$ cat config.mk
export PLATFORM = sky130hd
export DESIGN_NAME = vend_ctrl
export DESIGN_NICKNAME = d
export VERILOG_FILES = /design/src/rtl/vend_pkg.sv /design/src/rtl/vend_coin_decode.sv /design/src/rtl/vend_credit_step.sv /design/src/rtl/vend_ctrl.sv
export SDC_FILE = /design/constraint.sdc
export NUM_CORES = 1
export LEC_CHECK = 0
export ABC_AREA = 0
export BUFFER_PORTS_ARGS = -buffer_cell sky130_fd_sc_hd__clkbuf_2
export CORE_AREA = 4 4 41 43
export CTS_CLUSTER_DIAMETER = 80
export DETAILED_ROUTE_END_ITERATION = 12
export DIE_AREA = 0 0 45 47
export GPL_TIMING_DRIVEN = 0
export PLACE_DENSITY = 0.41
export RECOVER_POWER = 100
export SLEW_MARGIN = 10
export SYNTH_ARGS = -nofsm -noshare
export SYNTH_HDL_FRONTEND = slang
export SYNTH_SLANG_ARGS = --single-unit
$ cat constraint.sdc
create_clock -name clk -period 2.6 [get_ports clk]
set_clock_uncertainty 0.2 [all_clocks]
set_input_delay 0.13 -clock clk [delete_from_list [all_inputs] [get_ports clk]]
set_output_delay 0.13 -clock clk [all_outputs]
set_load 0.02 [all_outputs]
$ cat src/rtl/vend_pkg.sv
package vend_pkg;
  localparam int COIN_W     = 2;
  localparam int CREDIT_W   = 2;
  localparam int ACT_W      = 2;
  localparam int PRICE_UNIT = 3;          // price in nickels
  localparam int SUM_W      = CREDIT_W + 1;

  typedef enum logic [COIN_W-1:0] {
    COIN_NICKEL = 2'b00,
    COIN_DIME   = 2'b01,
    COIN_BAD    = 2'b10,
    COIN_UNDEF  = 2'b11
  } coin_e;

  // credit encoding equals the credit counted in nickels
  typedef enum logic [CREDIT_W-1:0] {
    CR_0C    = 2'b00,
    CR_5C    = 2'b01,
    CR_10C   = 2'b10,
    CR_UNUSED = 2'b11
  } credit_e;

  typedef enum logic [ACT_W-1:0] {
    ACT_NONE   = 2'b00,
    ACT_VEND   = 2'b01,
    ACT_REJECT = 2'b10
  } act_e;

  // nickels a good coin is worth
  function automatic logic [CREDIT_W-1:0] coin_units(input coin_e c);
    return (c == COIN_DIME) ? CREDIT_W'(2) : CREDIT_W'(1);
  endfunction

  function automatic logic [SUM_W-1:0] units_sum(input logic [CREDIT_W-1:0] cr,
                                                 input logic [CREDIT_W-1:0] u);
    return SUM_W'(cr) + SUM_W'(u);
  endfunction

  function automatic logic price_met(input logic [SUM_W-1:0] s);
    return s >= SUM_W'(PRICE_UNIT);
  endfunction

  function automatic logic [CREDIT_W-1:0] carry_forward(input logic [SUM_W-1:0] s);
    logic [SUM_W-1:0] r;
    r = price_met(s) ? (s - SUM_W'(PRICE_UNIT)) : s;
    return r[CREDIT_W-1:0];
  endfunction
endpackage

$ cat src/rtl/vend_coin_decode.sv
module vend_coin_decode
  import vend_pkg::*;
(
  input  logic [COIN_W-1:0]   code_i,
  output logic [CREDIT_W-1:0] units_o,
  output logic                good_o,
  output logic                bad_o,
  output logic                undef_o
);
  coin_e coin;
  assign coin    = coin_e'(code_i);
  assign good_o  = (coin == COIN_NICKEL) || (coin == COIN_DIME);
  assign bad_o   = (coin == COIN_BAD);
  assign undef_o = (coin == COIN_UNDEF);
  assign units_o = good_o ? coin_units(coin) : '0;


  one_class_chk: assert final ($countones({good_o, bad_o, undef_o}) == 1 || $isunknown(code_i));
endmodule

$ cat src/rtl/vend_credit_step.sv
module vend_credit_step
  import vend_pkg::*;
(
  input  logic [CREDIT_W-1:0] credit_i,
  input  logic                vld_i,
  input  logic [CREDIT_W-1:0] units_i,
  input  logic                good_i,
  input  logic                bad_i,
  input  logic                undef_i,
  output logic [CREDIT_W-1:0] credit_o,
  output logic [ACT_W-1:0]    action_o,
  output logic                vend_ev_o,
  output logic                reject_ev_o,
  output logic                recover_ev_o
);
  logic [SUM_W-1:0] sum;
  assign sum = units_sum(credit_i, units_i);

  always_comb begin
    credit_o     = credit_i;
    action_o     = ACT_NONE;
    vend_ev_o    = 1'b0;
    reject_ev_o  = 1'b0;
    recover_ev_o = 1'b0;
    if (credit_i == CR_UNUSED) begin
      credit_o     = CR_0C;
      action_o     = ACT_REJECT;
      recover_ev_o = 1'b1;
    end else if (vld_i) begin
      if (undef_i) begin
        credit_o     = CR_0C;
        action_o     = ACT_REJECT;
        recover_ev_o = 1'b1;
      end else if (bad_i) begin
        action_o     = ACT_REJECT;
        reject_ev_o  = 1'b1;
      end else if (good_i) begin
        credit_o  = carry_forward(sum);
        vend_ev_o = price_met(sum);
        action_o  = price_met(sum) ? ACT_VEND : ACT_NONE;
      end
    end
  end
endmodule

$ cat src/rtl/vend_ctrl.sv
module vend_ctrl
  import vend_pkg::*;
(
  input  logic                clk,
  input  logic                rst_n,
  input  logic                coin_vld,
  input  logic [COIN_W-1:0]   coin_code,
  output logic [ACT_W-1:0]    action,
  output logic [CREDIT_W-1:0] credit
);
  logic [CREDIT_W-1:0] credit_q, credit_d, units;
  logic coin_good, coin_bad, coin_undef;
  logic vend_ev, reject_ev, recover_ev;

  vend_coin_decode u_dec (
    .code_i (coin_code),
    .units_o(units),
    .good_o (coin_good),
    .bad_o  (coin_bad),
    .undef_o(coin_undef)
  );

  vend_credit_step u_step (
    .credit_i    (credit_q),
    .vld_i       (coin_vld),
    .units_i     (units),
    .good_i      (coin_good),
    .bad_i       (coin_bad),
    .undef_i     (coin_undef),
    .credit_o    (credit_d),
    .action_o    (action),
    .vend_ev_o   (vend_ev),
    .reject_ev_o (reject_ev),
    .recover_ev_o(recover_ev)
  );

  always_ff @(posedge clk or negedge rst_n) begin
    if (!rst_n) credit_q <= CR_0C;
    else        credit_q <= credit_d;
  end

  assign credit = credit_q;


  idle_hold_chk: assert property (@(posedge clk) disable iff (!rst_n)
    (!coin_vld && credit_q != CR_UNUSED) |=> credit_q == $past(credit_q));

  idle_action_chk: assert property (@(posedge clk) disable iff (!rst_n)
    (!coin_vld && credit_q != CR_UNUSED) |-> action == ACT_NONE);

  bad_keep_chk: assert property (@(posedge clk) disable iff (!rst_n)
    reject_ev |=> credit_q == $past(credit_q));

  recover_zero_chk: assert property (@(posedge clk) disable iff (!rst_n)
    recover_ev |=> credit_q == CR_0C);

  no_unused_chk: assert property (@(posedge clk) disable iff (!rst_n)
    credit_q != CR_UNUSED);

  vend_left_chk: assert property (@(posedge clk) disable iff (!rst_n)
    vend_ev |=> credit_q != CR_10C);

  vend_code_chk: assert property (@(posedge clk) disable iff (!rst_n)
    vend_ev |-> action == ACT_VEND);
endmodule

---- Word level (Yosys, flattened, before mapping) ----
Index checks and enable logic that the tools add are counted.
operators by class
  reduce and logical (&&, ||, !) cells .... 5
  mux-type cells .......................... 14
  $lt $le $gt $ge ......................... 1
  add/subtract/negate cells ............... 2
  equal/unequal tests ..................... 5
operators by type and width
  operator                                             number
  two-way mux 2 bit                                    13
  == test 2 bit, second input constant                 3
  adder 2 x 2 -> 3 bit                                 1
  >= comparator 3 x 2 -> 1 bit, second input constant  1
  != test 3 x 1 -> 1 bit, second input constant        1
  AND reduction 3 bit                                  1
  nonzero test 3 bit                                   1
  == test 2 x 1 -> 1 bit, second input constant        1
  zero test 2 bit                                      1
  nonzero test 2 bit                                   1
  subtractor 2 bit, second input constant              1
  logical OR 1 bit                                     1
  two-way mux 1 bit                                    1
storage, ports and cells
  logic and storage cells ................. 28
  input port bits ......................... 5
  output and inout port bits .............. 4
  flip-flop bits (word level) ............. 2

---- Longest topological paths before layout ----
  depth after elaboration ................. 11
  mapped depth ............................ 9
  gate-level depth less buffers ........... 9

---- Modules after synthesis ----
Synthesis repeated with hierarchy kept, for this count alone.
second synthesis, totals
  cell total of the unflattened synthesis .. 34
  area, all modules ....................... 281.5 um^2
by module, submodules not included
  module            area each (um^2)  cells an instance  times used  sequential area each (um^2)
  vend_credit_step  201.4             27                 1           0.0
  vend_ctrl         50.0              2                  1           50.0
  vend_coin_decode  30.0              5                  1           0.0

---- Worst setup path after synthesis ----
No wires, ideal clock.
  path type ............................... register -> register
  from .................................... register credit_q[0] (netlist: credit[0])
  to ...................................... register credit_q[1] (netlist: credit[1])
  cell stages (with the launch flop) ...... 9
  path buffers ............................ 0
  arrival ................................. 2056 ps
  setup slack ............................. 222 ps
  setup time .............................. 122 ps
  required time ........................... 2278 ps
  period minus slack after synthesis ...... 2378 ps
  cell sequence ........................... dfrtp_1 -> ha_1 -> inv_1 -> fa_1 -> inv_1 -> ha_1 -> nor2b_4 -> mux2_4 -> a32o_1
on the way
  cells in the longest elaborated chain, start to end .. 8
  elaborated cells between the ends (all ways) .. 14
  classes of those cells .................. 2 x add/sub; 1 x order compare; 2 x eq/ne; 6 x mux; 3 x reduce/logical
ends and longest elaborated chain
  item                                                              RTL line                        text
  from (decl)                                                       vend_ctrl.sv:11                 logic [CREDIT_W-1:0] credit_q, credit_d, units;
  from (signal assigned)                                            vend_ctrl.sv:39                 else credit_q <= credit_d;
  adder 2 x 2 -> 3 bit                                              vend_pkg.sv:36                  return SUM_W'(cr) + SUM_W'(u);
  >= comparator 3 x 2 -> 1 bit or subtractor 2 bit (tied branches)  vend_pkg.sv:40, vend_pkg.sv:45
  two-way mux 2 bit                                                 vend_pkg.sv:45                  r = price_met(s) ? (s - SUM_W'(PRICE_UNIT)) : s;
  two-way mux 2 bit                                                 vend_credit_step.sv:37          end else if (good_i) begin
  two-way mux 2 bit                                                 vend_credit_step.sv:34          end else if (bad_i) begin
  two-way mux 2 bit                                                 vend_credit_step.sv:30          if (undef_i) begin
  two-way mux 2 bit                                                 vend_credit_step.sv:29          end else if (vld_i) begin
  two-way mux 2 bit                                                 vend_credit_step.sv:25          if (credit_i == CR_UNUSED) begin
Parallel ways exist; a longest one is shown, timed or not. The select of a mux whose other input is x is not followed.
A chain may end at the register's enable or synchronous reset.

---- Worst setup path after layout ----
  from .................................... register credit_q[0] (netlist: credit[0])
  to ...................................... output action[0]
on the way
  cells in the longest elaborated chain, start to end .. 8
  elaborated cells between the ends (all ways) .. 9
  classes of those cells .................. 1 x add/sub; 1 x order compare; 1 x eq/ne; 6 x mux
ends and longest elaborated chain
  item                          RTL line                text
  adder 2 x 2 -> 3 bit          vend_pkg.sv:36
  >= comparator 3 x 2 -> 1 bit  vend_pkg.sv:40          return s >= SUM_W'(PRICE_UNIT);
  two-way mux 1 bit             vend_credit_step.sv:40  action_o = price_met(sum) ? ACT_VEND : ACT_NONE;
  two-way mux 2 bit             vend_credit_step.sv:37
  two-way mux 2 bit             vend_credit_step.sv:34
  two-way mux 2 bit             vend_credit_step.sv:30
  two-way mux 2 bit             vend_credit_step.sv:29
  two-way mux 2 bit (*)         vend_credit_step.sv:25
  to (decl)                     vend_ctrl.sv:8          output logic [ACT_W-1:0] action,
Every way passes the cells marked *; elsewhere a longest branch is shown, timed or not.

==> run_results.csv <==
group,metric,value,unit
floorplan,pin_count,9,
timing,drv_slew,0,
timing,relSlewSlack,82.7,%
worst_setup_path,cp_slowest_stage_delay,0.48,ns
synthesis,synth_area_leaders,"dfrtp_1 22%, ha_1 11%, a32o_1 9.0%",
worst_setup_path,critical_path_class,"flip-flop to primary output",
synthesis,synth.most_common_cell,"inv_1",
floorplan,die_height,47,um
pwr,sw_frac_of_total,41.4,%
synthesis,ys_warn_count,0,
hold_path,hold_class,"input pin to asynchronous set/reset pin",
timing,rsz0062_at_grt,"no",
synthesis,synthArstFlopShare,100,%
pwr,p_comb_share,55.6,%
global_route,grt_max_degree,6,
floorplan,start_util,17.1,%
layout,multi_input_comb_area,150,um^2
layout,largest_reg_flops,2,
synthesis,ys_top_cells_by_count,"5 x inv_1, 2 x a32o_1, 2 x dfrtp_1, 2 x ha_1, 2 x nor2_1",
routing,drt_wl_total,477,um
pwr,peakVddDrop,0.270,mV
layout,syn2layout_area_growth,37.6,%
timing,period_minus_slack,2.42,ns
pwr,p_per_area,937,mW/mm^2
routing,via_per_inst,3.90,
global_route,grt_pass1_vias,218,
pwr,pwr-share-clk,23.7,%
routing,vias,199,
routing,dr.pass1.iters,1,
run,maxCapViolCount,0,
layout,drive_gt1_share,27.8,%
synthesis,synth_nets,32,
worst_setup_path,crit_chain,"ha_1, inv_1, fa_1, inv_1, ha_1, nor2b_4, and2b_2, clkbuf_2",
global_route,grtUsageTotal,5.46,%
floorplan,num_rows,13,
cts,cts_tree,"yes",
floorplan,die_area,0.00212,mm^2
timing,setup_violations,0,
global_route,grt_pass1_wl,807,um
placement,dp_slack,0.254,ns
cts,cts_buffer_depth,2,
synthesis,synth_enable_flop_cells,0,
routing,initialDrtViolationCount,0,
worst_setup_path,arrival,2.09,ns
pwr,net-switching-power,119,uW
cts,ctsResizeCount,0,
timing,fin_ws,0.184,ns
layout,antenna_cells,0,
synthesis,synth_top_cell_by_area,"dfrtp_1",
layout,fill_cells,167,
pwr,p_int,168,uW
status,status,"completed",
synthesis,yosysUniqueCellTypes,16,
global_route,gr-total-overflow,0,
routing,detail-route-antenna-nets,0,
floorplan,fp.dieW,45,um
pwr,p_leak,0.000160,uW
routing,drc_errors,0,
timing,tightest_slew,0.258,ns
timing,hold_violations,0,
timing,finalCritPeriodShare,92.9,%
cts,clock_sinks,2,
placement,io_buffers,8,
synthesis,syn_avg_cell_area,9.28,um^2
global_route,antenna_found_initial,0,
synthesis,synth_top_area_share,22.5,%
synthesis,synthFlopType,"dfrtp_1",
timing,fin_setup_tns,0,ns
worst_setup_path,slowest_stage,"fa_1",
worst_setup_path,startpoint_type,"flip-flop",
cts,numCtsBuffers,3,
cts,path_clk_slew,0.03,ns
placement,routabilityCongestion,0.631,
pwr,seqPwrFrac,20.7,%
routing,wl_per_cell,9.35,um
synthesis,syn_inst,24,
layout,final_nets,46,
cts,clockRootBuffer,"clkbuf_4",
worst_setup_path,cp_max_fo,5,
worst_setup_path,crit_path_end_kind,"primary output",
layout,seq_area,50.0,um^2
worst_setup_path,required,2.27,ns
synthesis,netlist_area,223,um^2
synthesis,seq_area_frac_synth,22.5,%
timing,fmax,414,MHz
cts,cts_max_level,1,
floorplan,core,0.00130,mm^2
cts,clock_latency,0.22,ns
synthesis,synth_seq_cells,2,
-- final timing paths --
kind | start | end | slack, ns | depth (start not counted)
setup / recovery | credit[0] | action[0] | 0.18 | 8
hold / removal | rst_n | credit[0] | 0.03 | 2
setup reg to reg | credit[0] | credit[1] | 0.22 | 8
hold reg to reg | credit[1] | credit[1] | 0.40 | 1
max in group asynchronous | rst_n | credit[1] | 2.05 | 2
min in group clk | coin_vld | credit[1] | 0.14 | 3
-- timing repair --
action,4_1_cts,5_1_grt
endpoints found under the hold margin,2,0
setup buffers,0,0
hold buffers,1,0
-- layout make-up --
cell class	instances	area share, %
clock buffers	3	7.35
inverters	5	6.12
multi-input cells	17	49.0
flip-flops and latches	2	16.3
well taps	15	6.12
repair buffers	9	15.1
-- per-layer routing --
metal / track usage, % / routed length [um]
met4: 5.26 / 0
met3: 1.53 / 43
met1: 5.71 / 182
met5: 0 / 0
met2: 8.76 / 250
-- critical path, delay by kind of cell, from the launching register on --
kind | cells | cell delay (ns)
AND/OR/NAND/NOR | 2 | 0.36
buffers and inverters | 3 | 0.24
flip-flops | 1 | 0.40
adder cells (fa/ha/maj) | 3 | 0.86
-- kinds of logic (layout without fill, tap and decap cells) --
family / after synthesis / count (layout) / share of synthesized area, %
compound gates: 4 / 4 / 14.6
xor+xnor: 1 / 1 / 3.93
fa+ha+maj: 3 / 3 / 20.2
buf+inv: 5 / 17 / 8.43
flops: 2 / 2 / 22.5
mux: 1 / 1 / 6.74
simple gates: 8 / 8 / 23.6
-- cells in the final DEF (no fill, tap or decap) --
master	synthesis	routed
inv_1	5	5
clkbuf_2	0	5
clkbuf_4	0	3
clkbuf_1	0	3
a32o_1	2	2
nor2_1	2	2
ha_1	2	2
dfrtp_1	2	2
nand2_1	1	1
nor2b_4	1	1
and2_0	0	1
nor3b_1	1	1
and2b_2	1	1
a21o_1	1	1
o21ai_0	1	1
xnor2_1	1	1
nor3_1	1	1
mux2_1	0	1
fa_1	1	1
dlygate4sd3_1	0	1
-- power by group through the flow --
stage | registers (uW) | logic (uW) | clock network (uW)
2_1_floorplan | 72.7 | 122 | 0
3_3_place_gp | 59.8 | 174 | 0
3_5_place_dp | 59.8 | 179 | 0
4_1_cts | 59.5 | 181 | 73.6
5_1_grt | 61.9 | 185 | 72.8
6_report | 59.5 | 160 | 68.1
-- through the flow --
stage / std cells / hold WS (ns) / utilization (%) / instance area (um^2) / power [uW]
finish: 51 / 0.0255 / 23.6 / 307 / 287
global route: 51 / 0.0603 / 23.6 / 307 / 320
CTS: 51 / 0.0129 / 24.1 / 314 / 315
detailed placement: 47 / -0.283 / 21.6 / 282 / 238
global placement: 47 / -0.284 / 21.6 / 282 / 234
floorplan: 24 / -0.366 / - / 223 / 195
Note: power is estimated with default switching activity, not from simulation.
